==> config.mk <==
export PLATFORM = sky130hd
export DESIGN_NAME = shal_unit
export DESIGN_NICKNAME = d
export VERILOG_FILES = /design/src/rtl/shal_pkg.sv /design/src/rtl/shal_decode.sv /design/src/rtl/shal_shifter.sv /design/src/rtl/shal_gpr_file.sv /design/src/rtl/shal_unit.sv
export SDC_FILE = /design/constraint.sdc
export NUM_CORES = 1
export LEC_CHECK = 0
export ABC_AREA = 0
export BUFFER_PORTS_ARGS = -buffer_cell sky130_fd_sc_hd__buf_2
export CAP_MARGIN = 10
export CORE_MARGIN = 1
export CORE_UTILIZATION = 60
export CTS_CLUSTER_DIAMETER = 100
export DETAILED_ROUTE_END_ITERATION = 12
export HOLD_SLACK_MARGIN = 0.06
export PLACE_DENSITY = 0.79
export SYNTH_ARGS = -nofsm -noshare
export SYNTH_HDL_FRONTEND = slang
export SYNTH_SLANG_ARGS = --single-unit
export TNS_END_PERCENT = 30
==> constraint.sdc <==
create_clock -name clk -period 2.6 [get_ports clk]
set_input_delay 0.13 -clock clk [delete_from_list [all_inputs] [get_ports clk]]
set_output_delay 0.13 -clock clk [all_outputs]
set_load 0.01 [all_outputs]
==> src/rtl/shal_pkg.sv <==
package shal_pkg;
  localparam int GPR_COUNT  = 8;
  localparam int GPR_WIDTH  = 32;
  localparam int OPC_WIDTH  = 16;
  localparam logic [7:0] OPC_PREFIX = 8'h10;

  localparam int FL_C = 0;
  localparam int FL_V = 1;
  localparam int FL_Z = 2;
  localparam int FL_N = 3;
  localparam int FL_H = 5;

  typedef enum logic [1:0] {
    SZ_BYTE = 2'b00,
    SZ_WORD = 2'b01,
    SZ_RSVD = 2'b10,
    SZ_LONG = 2'b11
  } size_e;

  typedef struct packed {
    logic       legal;
    logic       by_two;
    size_e      size;
    logic       upper;    // register field bit 3
    logic [2:0] gpr;
  } dec_t;
endpackage

==> src/rtl/shal_decode.sv <==
module shal_decode
  import shal_pkg::*;
#(
  parameter int OPC_W = OPC_WIDTH
) (
  input  logic [OPC_W-1:0] opcode,
  output dec_t             dec
);
  logic [7:0] hi_b;
  logic [7:0] lo_b;

  assign hi_b = opcode[OPC_W-1 -: 8];
  assign lo_b = opcode[7:0];

  always_comb begin
    dec.by_two = lo_b[6];
    dec.size   = size_e'(lo_b[5:4]);
    dec.upper  = lo_b[3];
    dec.gpr    = lo_b[2:0];
    dec.legal  = (hi_b == OPC_PREFIX) && lo_b[7] && (lo_b[5:4] != SZ_RSVD);
  end
endmodule

==> src/rtl/shal_shifter.sv <==
module shal_shifter
  import shal_pkg::*;
#(
  parameter int XW = GPR_WIDTH
) (
  input  logic [XW-1:0] operand,
  input  size_e         size,
  input  logic          by_two,
  output logic [XW-1:0] result,
  output logic          n_o,
  output logic          z_o,
  output logic          v_o,
  output logic          c_o
);
  localparam int LANES = 3;

  logic [XW-1:0] lane_res [LANES];
  logic [LANES-1:0] lane_n, lane_z, lane_v, lane_c;

  for (genvar g = 0; g < LANES; g++) begin : g_lane
    localparam int W = 8 << g;
    logic [W-1:0] x;
    logic [W-1:0] r;
    assign x = operand[W-1:0];
    assign r = by_two ? (x << 2) : (x << 1);
    assign lane_res[g] = XW'(r);
    assign lane_n[g]   = r[W-1];
    assign lane_z[g]   = (r == '0);
    assign lane_c[g]   = by_two ? x[W-2] : x[W-1];
    assign lane_v[g]   = by_two ? ((x[W-1] ^ x[W-3]) | (x[W-2] ^ x[W-3]))
                                : (x[W-1] ^ x[W-2]);
  end

  logic [1:0] sel;
  always_comb begin
    unique case (size)
      SZ_BYTE: sel = 2'd0;
      SZ_WORD: sel = 2'd1;
      default: sel = 2'd2;
    endcase
    result = lane_res[sel];
    n_o    = lane_n[sel];
    z_o    = lane_z[sel];
    v_o    = lane_v[sel];
    c_o    = lane_c[sel];
  end
endmodule

==> src/rtl/shal_gpr_file.sv <==
module shal_gpr_file
  import shal_pkg::*;
#(
  parameter int NREG = GPR_COUNT,
  parameter int XW   = GPR_WIDTH,
  localparam int AW  = $clog2(NREG)
) (
  input  logic          clk,
  input  logic          rst_n,
  input  logic          wr_en,
  input  logic [AW-1:0] wr_idx,
  input  logic [XW-1:0] wr_data,
  input  logic [AW-1:0] ra_idx,
  output logic [XW-1:0] ra_data,
  input  logic [AW-1:0] rb_idx,
  output logic [XW-1:0] rb_data
);
  logic [XW-1:0] q [NREG];
  logic [NREG-1:0] wsel;

  for (genvar i = 0; i < NREG; i++) begin : g_reg
    assign wsel[i] = wr_en && (wr_idx == AW'(i));
    always_ff @(posedge clk or negedge rst_n) begin
      if (!rst_n)       q[i] <= '0;
      else if (wsel[i]) q[i] <= wr_data;
    end
  end

  assign ra_data = q[ra_idx];
  assign rb_data = q[rb_idx];

  // at most one register is written per edge
  a_r8_single_write: assert property (@(posedge clk) disable iff (!rst_n)
    $onehot0(wsel));
endmodule

==> src/rtl/shal_unit.sv <==
module shal_unit
  import shal_pkg::*;
#(
  parameter int NREG  = GPR_COUNT,
  parameter int XW    = GPR_WIDTH,
  parameter int OPC_W = OPC_WIDTH,
  localparam int AW   = $clog2(NREG)
) (
  input  logic             clk,
  input  logic             rst_n,
  input  logic             op_valid,
  output logic             op_ready,
  input  logic [OPC_W-1:0] op_code,
  output logic             done,
  output logic             illegal,
  output logic [7:0]       flags,
  input  logic             tp_we,
  input  logic [AW-1:0]    tp_idx,
  input  logic [XW-1:0]    tp_wdata,
  output logic [XW-1:0]    tp_rdata,
  input  logic             tp_flags_we,
  input  logic [7:0]       tp_flags_wdata
);
  dec_t dec;
  logic accept;
  logic [XW-1:0] src, operand, shifted, merged, wr_data;
  logic n_f, z_f, v_f, c_f;
  logic [7:0] flags_q;
  logic done_q, illegal_q;
  logic wr_en;
  logic [AW-1:0] wr_idx;

  assign op_ready = !(tp_we || tp_flags_we);
  assign accept   = op_valid && op_ready;

  shal_decode #(.OPC_W(OPC_W)) u_decode (
    .opcode (op_code),
    .dec    (dec)
  );

  // operand extraction
  always_comb begin
    unique case (dec.size)
      SZ_BYTE: operand = XW'(dec.upper ? src[7:0] : src[15:8]);
      SZ_WORD: operand = XW'(dec.upper ? src[31:16] : src[15:0]);
      default: operand = src;
    endcase
  end

  shal_shifter #(.XW(XW)) u_shift (
    .operand (operand),
    .size    (dec.size),
    .by_two  (dec.by_two),
    .result  (shifted),
    .n_o     (n_f),
    .z_o     (z_f),
    .v_o     (v_f),
    .c_o     (c_f)
  );

  // slice merge back into the destination register
  always_comb begin
    unique case (dec.size)
      SZ_BYTE: merged = dec.upper ? {src[31:8], shifted[7:0]}
                                  : {src[31:16], shifted[7:0], src[7:0]};
      SZ_WORD: merged = dec.upper ? {shifted[15:0], src[15:0]}
                                  : {src[31:16], shifted[15:0]};
      default: merged = shifted;
    endcase
  end

  assign wr_en   = tp_we || (accept && dec.legal);
  assign wr_idx  = tp_we ? tp_idx : AW'(dec.gpr);
  assign wr_data = tp_we ? tp_wdata : merged;

  shal_gpr_file #(.NREG(NREG), .XW(XW)) u_gpr (
    .clk     (clk),
    .rst_n   (rst_n),
    .wr_en   (wr_en),
    .wr_idx  (wr_idx),
    .wr_data (wr_data),
    .ra_idx  (AW'(dec.gpr)),
    .ra_data (src),
    .rb_idx  (tp_idx),
    .rb_data (tp_rdata)
  );

  always_ff @(posedge clk or negedge rst_n) begin
    if (!rst_n) begin
      flags_q   <= '0;
      done_q    <= 1'b0;
      illegal_q <= 1'b0;
    end else begin
      done_q    <= accept && dec.legal;
      illegal_q <= accept && !dec.legal;
      if (tp_flags_we) begin
        flags_q <= tp_flags_wdata;
      end else if (accept && dec.legal) begin
        flags_q[FL_H] <= 1'b0;
        flags_q[FL_N] <= n_f;
        flags_q[FL_Z] <= z_f;
        flags_q[FL_V] <= v_f;
        flags_q[FL_C] <= c_f;
      end
    end
  end

  assign flags   = flags_q;
  assign done    = done_q;
  assign illegal = illegal_q;

  // no opcode taken while the test port writes
  a_r11_blocked_by_test: assert property (@(posedge clk) disable iff (!rst_n)
    (tp_we || tp_flags_we) |-> !op_ready);
  // a legal acceptance yields done next cycle
  a_r10_done_follows: assert property (@(posedge clk) disable iff (!rst_n)
    (accept && dec.legal) |=> done);
  // no acceptance, no pulse
  a_r10_no_spurious: assert property (@(posedge clk) disable iff (!rst_n)
    !accept |=> (!done && !illegal));
  // illegal never coincides with done and leaves flags alone
  a_r9_exclusive: assert property (@(posedge clk) disable iff (!rst_n)
    !(done && illegal));
  a_r9_flags_kept: assert property (@(posedge clk) disable iff (!rst_n)
    illegal |-> $stable(flags_q));
  // half-carry is clear after any completed shift
  a_r6_h_clear: assert property (@(posedge clk) disable iff (!rst_n)
    done |-> !flags_q[FL_H]);
endmodule

; ---- Yosys cells after proc, flatten, opt, wreduce, memory -nomap -nowiden
; Cells that the tools add are included.
[totals]
register_bits = 266
latch_bits = 0
ramBits = 0
romBits = 0
mem_count = 0
[op_classes]
add_sub_neg = 0
multipliers = 0
div = 0
n_lt_le_gt_ge = 4
eq_ne = 10
n_shift = 0
mux = 39
n_bitwise = 15
n_reduce_logical = 23
[op_table]
columns = op, count
row1 = 2-to-1 mux 32 bit, 9
row2 = binary-select mux 32 bit (select 3 bit), 2
row3 = case mux 32 bit (2 select lines), 2
row4 = binary-select mux 32 bit (select 2 bit), 1
row5 = 2-to-1 mux 16 bit, 3
row6 = logical NOT 32 bit, 1
row7 = logical NOT 16 bit, 1
row8 = 2-to-1 mux 8 bit, 2
row9 = logical AND 1 bit, 13
row10 = equality test 3 bit (second input constant), 4
row11 = 2-to-1 mux 1 bit, 12
row12 = XOR 1 bit, 9
row13 = binary-select mux 1 bit (select 2 bit), 4
row14 = equality test 8 x 5 -> 1 bit (second input constant), 1
row15 = >= comparator 4 bit (second input constant), 2
row16 = logical NOT 8 bit, 1
row17 = 2-to-1 mux 4 bit, 2
row18 = inverter 3 -> 4 bit, 2
row19 = equality test 3 x 2 -> 1 bit (second input constant), 2
row20 = case mux 2 bit (2 select lines), 1
row21 = equality test 3 x 1 -> 1 bit (second input constant), 1
row22 = >= comparator 3 bit (second input constant), 1
row23 = logical NOT 3 bit, 1
row24 = less-than comparator 2 x 3 -> 1 bit (second input constant), 1
row25 = 9 further kinds, 13

; ---- Depth between registers and ports, before layout
[depth]
word_depth = 13
mapped_depth = 11

; ---- Modules after synthesis
; Synthesis repeated with hierarchy kept, for this count alone.
[unflattened]
cells_unflattened = 1118
hier_area_um2 = 16377.0
[by_module_without_submodules]
columns = module, n_inst, cells_per_inst, area_per_inst_um2, seq_area_each_um2
row1 = shal_gpr_file, 1, 779, 13720.7, 6406.1
row2 = shal_unit, 1, 228, 1799.2, 250.2
row3 = shal_shifter, 1, 99, 763.2, 0.0
row4 = shal_decode, 1, 12, 93.8, 0.0

; ---- Worst setup path before layout
; OpenSTA, ideal clock, no wires.
[synth_timing]
path_kind = input port to flip-flop
startpoint = input port op_code[0]
endpoint = register u_gpr.q[115] in the netlist's numbering
setup_time_ps = 140
arrival_ps = 2201
slack_ps = 260
cell_stages = 10
cell_sequence = buf_6 buf_6 mux4_2 mux2i_4 a22oi_1 o211a_2 mux2i_1 a21oi_1 a221oi_2 o21ai_1
[synth_via]
elab_chain_cells = 13
elab_cells_between_ends = 19
classes_between = 1 x eq/ne / 16 x mux / 1 x bitwise / 1 x reduce/logical
[synth_lines]
columns = element, line
row1 = "start, declared", shal_unit.sv:13  ; input logic [OPC_W-1:0] op_code,
row2 = inverter 3 -> 4 bit (implied by the code), shal_gpr_file.sv:29  ; assign ra_data = q[ra_idx];
row3 = binary-select mux 32 bit (select 3 bit), shal_gpr_file.sv:29
row4 = 2-to-1 mux 32 bit (implied by the code) (2 in series), shal_gpr_file.sv:29
row5 = 2-to-1 mux 16 bit or 2-to-1 mux 8 bit (tied branches), "shal_unit.sv:45, shal_unit.sv:44"
row6 = case mux 32 bit (2 select lines), shal_unit.sv:43  ; unique case (dec.size)
row7 = 2-to-1 mux 32 bit (tied with other cells), shal_shifter.sv:25  ; assign r = by_two ? (x << 2) : (x << 1);
row8 = binary-select mux 32 bit (select 2 bit), shal_shifter.sv:41  ; result = lane_res[sel];
row9 = 2-to-1 mux 32 bit (implied by the code) (2 in series), shal_shifter.sv:41
row10 = 2-to-1 mux 32 bit, shal_unit.sv:66  ; SZ_WORD: merged = dec.upper ? {shifted[15:0], src[15:0]}
row11 = case mux 32 bit (2 select lines), shal_unit.sv:63  ; unique case (dec.size)
row12 = 2-to-1 mux 32 bit, shal_unit.sv:74  ; assign wr_data = tp_we ? tp_wdata : merged;
row13 = "end signal, assigned by index", shal_gpr_file.sv:25  ; else if (wsel[i]) q[i] <= wr_data;
row14 = "end, declared", shal_gpr_file.sv:18  ; logic [XW-1:0] q [NREG];
; Parallel ways exist; a longest one is shown, timed or not. The select of a mux whose other input is x is not followed.
; A chain may end at the register's enable or synchronous reset.

; ---- Worst setup path in the final report
[layout_timing]
startpoint = register u_gpr.q[171] in the netlist's numbering
endpoint = register u_gpr.q[60] in the netlist's numbering
[layout_via]
elab_chain_cells = 12
elab_cells_between_ends = 13
classes_between = 13 x mux
[layout_lines]
columns = element, line
row1 = binary-select mux 32 bit (select 3 bit) *, shal_gpr_file.sv:29
row2 = 2-to-1 mux 32 bit (implied by the code) * (2 in series), shal_gpr_file.sv:29
row3 = 2-to-1 mux 16 bit, shal_unit.sv:45  ; SZ_WORD: operand = XW'(dec.upper ? src[31:16] : src[15:0]);
row4 = case mux 32 bit (2 select lines) *, shal_unit.sv:43
row5 = 2-to-1 mux 32 bit or 2-to-1 mux 16 bit (tied branches), shal_shifter.sv:25
row6 = binary-select mux 32 bit (select 2 bit) *, shal_shifter.sv:41
row7 = 2-to-1 mux 32 bit (implied by the code) * (2 in series), shal_shifter.sv:41
row8 = 2-to-1 mux 32 bit *, shal_unit.sv:66
row9 = case mux 32 bit (2 select lines) *, shal_unit.sv:63
row10 = 2-to-1 mux 32 bit *, shal_unit.sv:74
; Every way passes the cells marked *; elsewhere a longest branch is shown, timed or not. The select of a mux whose other input is x is not followed.

==> out/qor.csv <==
stage;metric;value;unit
outcome;status;finished clean;
min_path;worstHoldPathCells;4;
floorplanning;dieWidth;164.2;um
yosys;avgSynthCellArea;11.57;um2
timing;tightest_slew;664.0;ps
timing;tns;0;ps
power_and_ir_drop;report.power.total;15950;uW
yosys;yosysWarnings;0;
critical_path;r2r_start;u_gpr.q[171];
floorplanning;core;25470;um2
timing;finalClockSkew;9.585;ps
timing;relSlewSlack;55.44;%
critical_path;end_kind;register;
yosys;async_flop_share;100.0;%
critical_path;r2r_cells;9;
yosys;syn_area;15780;um2
cells_and_area;fill_cells;1613;
timing;slew_violations;0;
placed_design;portBuffers;106;
timing;fin_crit_sh;98.93;%
power_and_ir_drop;ir_worst_vdd;0.8319;mV
min_path;min_path_type;input port to register;
critical_path;crit-reg2reg-capture;u_gpr.q[60];
drt;ant_nets;0;
clocking;cts_tree;done;
grt;grt-ovfl-total;0;
floorplanning;row_count;58;
yosys;yosysTopAreaCell;dfrtp_1;
yosys;synth_seq_cells;266;
grt;grt_pass1_vias;13480;
critical_path;critical_path.max_stage_delay;520;ps
yosys;synth.top_cell.area_share;42.19;%
clocking;ctsLongestPathBuffers;3;
floorplanning;die_y;164.2;um
placed_design;post-place-ws;-348.2;ps
timing;setup_ws;27.86;ps
critical_path;worstPathCellList;mux4_2 -> nor2_2 -> buf_6 -> nor3_2 -> o31a_1 -> o21ai_1 -> a222oi_1 -> buf_4 -> mux2_1;
clocking;numClockSinks;266;
critical_path;crit_buf_inv;2;
yosys;yosysSeqAreaShare;42.19;%
yosys;syn_nets;1428;
timing;rsz0062_at_grt;true;
job;max_cap_viol_count;0;
grt;grt_max_degree;91;
cells_and_area;syn2layout_area_growth;22.54;%
drt;vias;13150;
critical_path;crit_type;register to register;
placed_design;dp.cells;1869;
critical_path;crit_arrival;3070;ps
power_and_ir_drop;p_leak;0.008523;uW
critical_path;crit_family;compound AO/OA/AOI/OAI gates;
power_and_ir_drop;power_density;824.8;nW/um2
cells_and_area;num_antenna_cells;0;
drt;drt_iter0_markers;1351;
timing;max_freq;0.3888;GHz
drt;vias_per_cell;6.724;
yosys;synth-edff-count;0;
clocking;clk_pin_slew;60;ps
yosys;synth_area_leaders;dfrtp_1 42%, mux4_2 14%, mux2_2 11%;
drt;drc_errors;0;
cells_and_area;regArea;6656;um2
critical_path;cp_max_fo;8;
min_path;min_to;u_gpr.q[5];
clocking;htreeDepth;1;
critical_path;start_kind;register;
drt;dr.pass1.iters;7;
drt;drt_wl_total;49.69;mm
cells_and_area;drive_gt1_share;41.17;%
placed_design;dp_hpwl;33.44;mm
clocking;clock_latency;570;ps
yosys;ys_top_cells_by_count;266 x dfrtp_1, 200 x nand2_1, 156 x mux2_2, 111 x o21ai_1, 100 x mux4_2;
yosys;netlist_instances;1364;
grt;track_usage;37.82;%
floorplanning;start_util;61.94;%
floorplanning;io_pins;107;
placed_design;gp_congestion;1.028;
clocking;numCtsBuffers;29;
yosys;synth.most_common_cell;dfrtp_1;
min_path;min_from;tp_wdata[5];
critical_path;cp_data_required_time;3100;ps
grt;antenna_found_initial;0;
floorplanning;dieArea;26950;um2
critical_path;critPathSlowestCell;a222oi_1;
critical_path;reg2reg_setup_slack;30;ps
grt;grt_pass1_wl;76.57;mm
yosys;ys.flop_type;dfrtp_1;
timing;period_minus_slack;2572;ps
clocking;cts_root_buf;clkbuf_16;
cells_and_area;multi_input_area;8688;um2
drt;drt-wirelength-per-cell;25.41;um
timing;finalSetupViolCount;0;
yosys;yosysUniqueCellTypes;90;
cells_and_area;final_nets;1667;
cells_and_area;final_cell_count_no_fill;1955;
timing;hold_viol_final;0;
## cell families after synthesis
| group | count (synthesis) | share of synthesized area (%) |
|---|---|---|
| AOI/OAI and AO/OA | 338 | 14.86 |
| xor gates and xnor gates | 2 | 0.1110 |
| buffers and inverters | 117 | 3.751 |
| DFF | 266 | 42.19 |
| muxes | 333 | 30.64 |
| and+or+nand+nor | 308 | 8.446 |
## placed cells by master, fill, tap and decap left out, types with 14 or more instances in the layout
master	instances
mux2_2	155
clkbuf_16	29
nand2_1	192
mux2i_1	63
dfrtp_1	266
nor2_1	39
a21oi_1	31
o21ai_0	61
mux4_2	100
buf_2	103
a22oi_1	14
dlygate4sd3_1	30
buf_12	27
o21ai_1	109
buf_4	149
## worst reg2reg max path, delay by kind of cell (launching register included)
family | cells | cell delay (ps)
simple gates | 2 | 360
flops | 1 | 370
buf+inv | 2 | 390
mux | 2 | 420
compound gates | 3 | 970
## stage by stage
stage | util [%] | hold slack [ps] | cell area, um2
global route | 75.90 | 73.07 | 19330
global placement | 70.12 | 87.45 | 17860
floorplan | - | -165.6 | 15780
finish | 75.90 | 61.60 | 19330
detailed placement | 70.12 | 88.58 | 17860
CTS | 75.22 | 65.16 | 19160
## cell type report
type / instances / area share, %
Clock buffer: 38 / 4.135
Clock inverter: 15 / 0.9966
Inverter: 10 / 0.1942
Multi-Input combinational cell: 981 / 44.94
Sequential cell: 266 / 34.43
Tap cell: 330 / 2.136
Timing Repair Buffer: 315 / 13.17
## worst max-delay path by stage
stage | from | to | cells after the start
after floorplan | op_code[0] | u_gpr.q[115] | 10
after global placement | op_code[0] | u_gpr.q[60] | 11
after detailed placement | op_code[0] | u_gpr.q[108] | 11
after CTS | u_gpr.q[1] | u_gpr.q[2] | 9
after global routing | u_gpr.q[70] | u_gpr.q[87] | 9
final | u_gpr.q[171] | u_gpr.q[60] | 9
## layer usage
metal	vias up	GRT usage [%]	wire, um
met2	814	59.44	23180
met1	6590	51.92	19960
met3	128	7.626	4756
li1	5614	-	-
met4	0	14.69	1792
met5	-	0	0
## what timing repair did
action | CTS | global route
hold buffers | 30 | 0
pin swaps | 1 | 10
hold endpoints to repair | 283 | 0
endpoints found under the setup margin | 7 | 151
buffers inserted | 0 | 3
gates resized for setup | 1 | 31
## state kept, by name, summed over array words and instances, names as in the netlist
register	flops
done	1
flags	8
illegal	1
u_gpr.q	256
## power breakdown
group	internal [uW]	switching (uW)	total (uW)	leakage, uW
clock	2560	1740	4300	0.000494
sequential	5300	924	6220	0.00331
combinational	2900	2530	5420	0.00472
(Power assumes the default switching activity.)
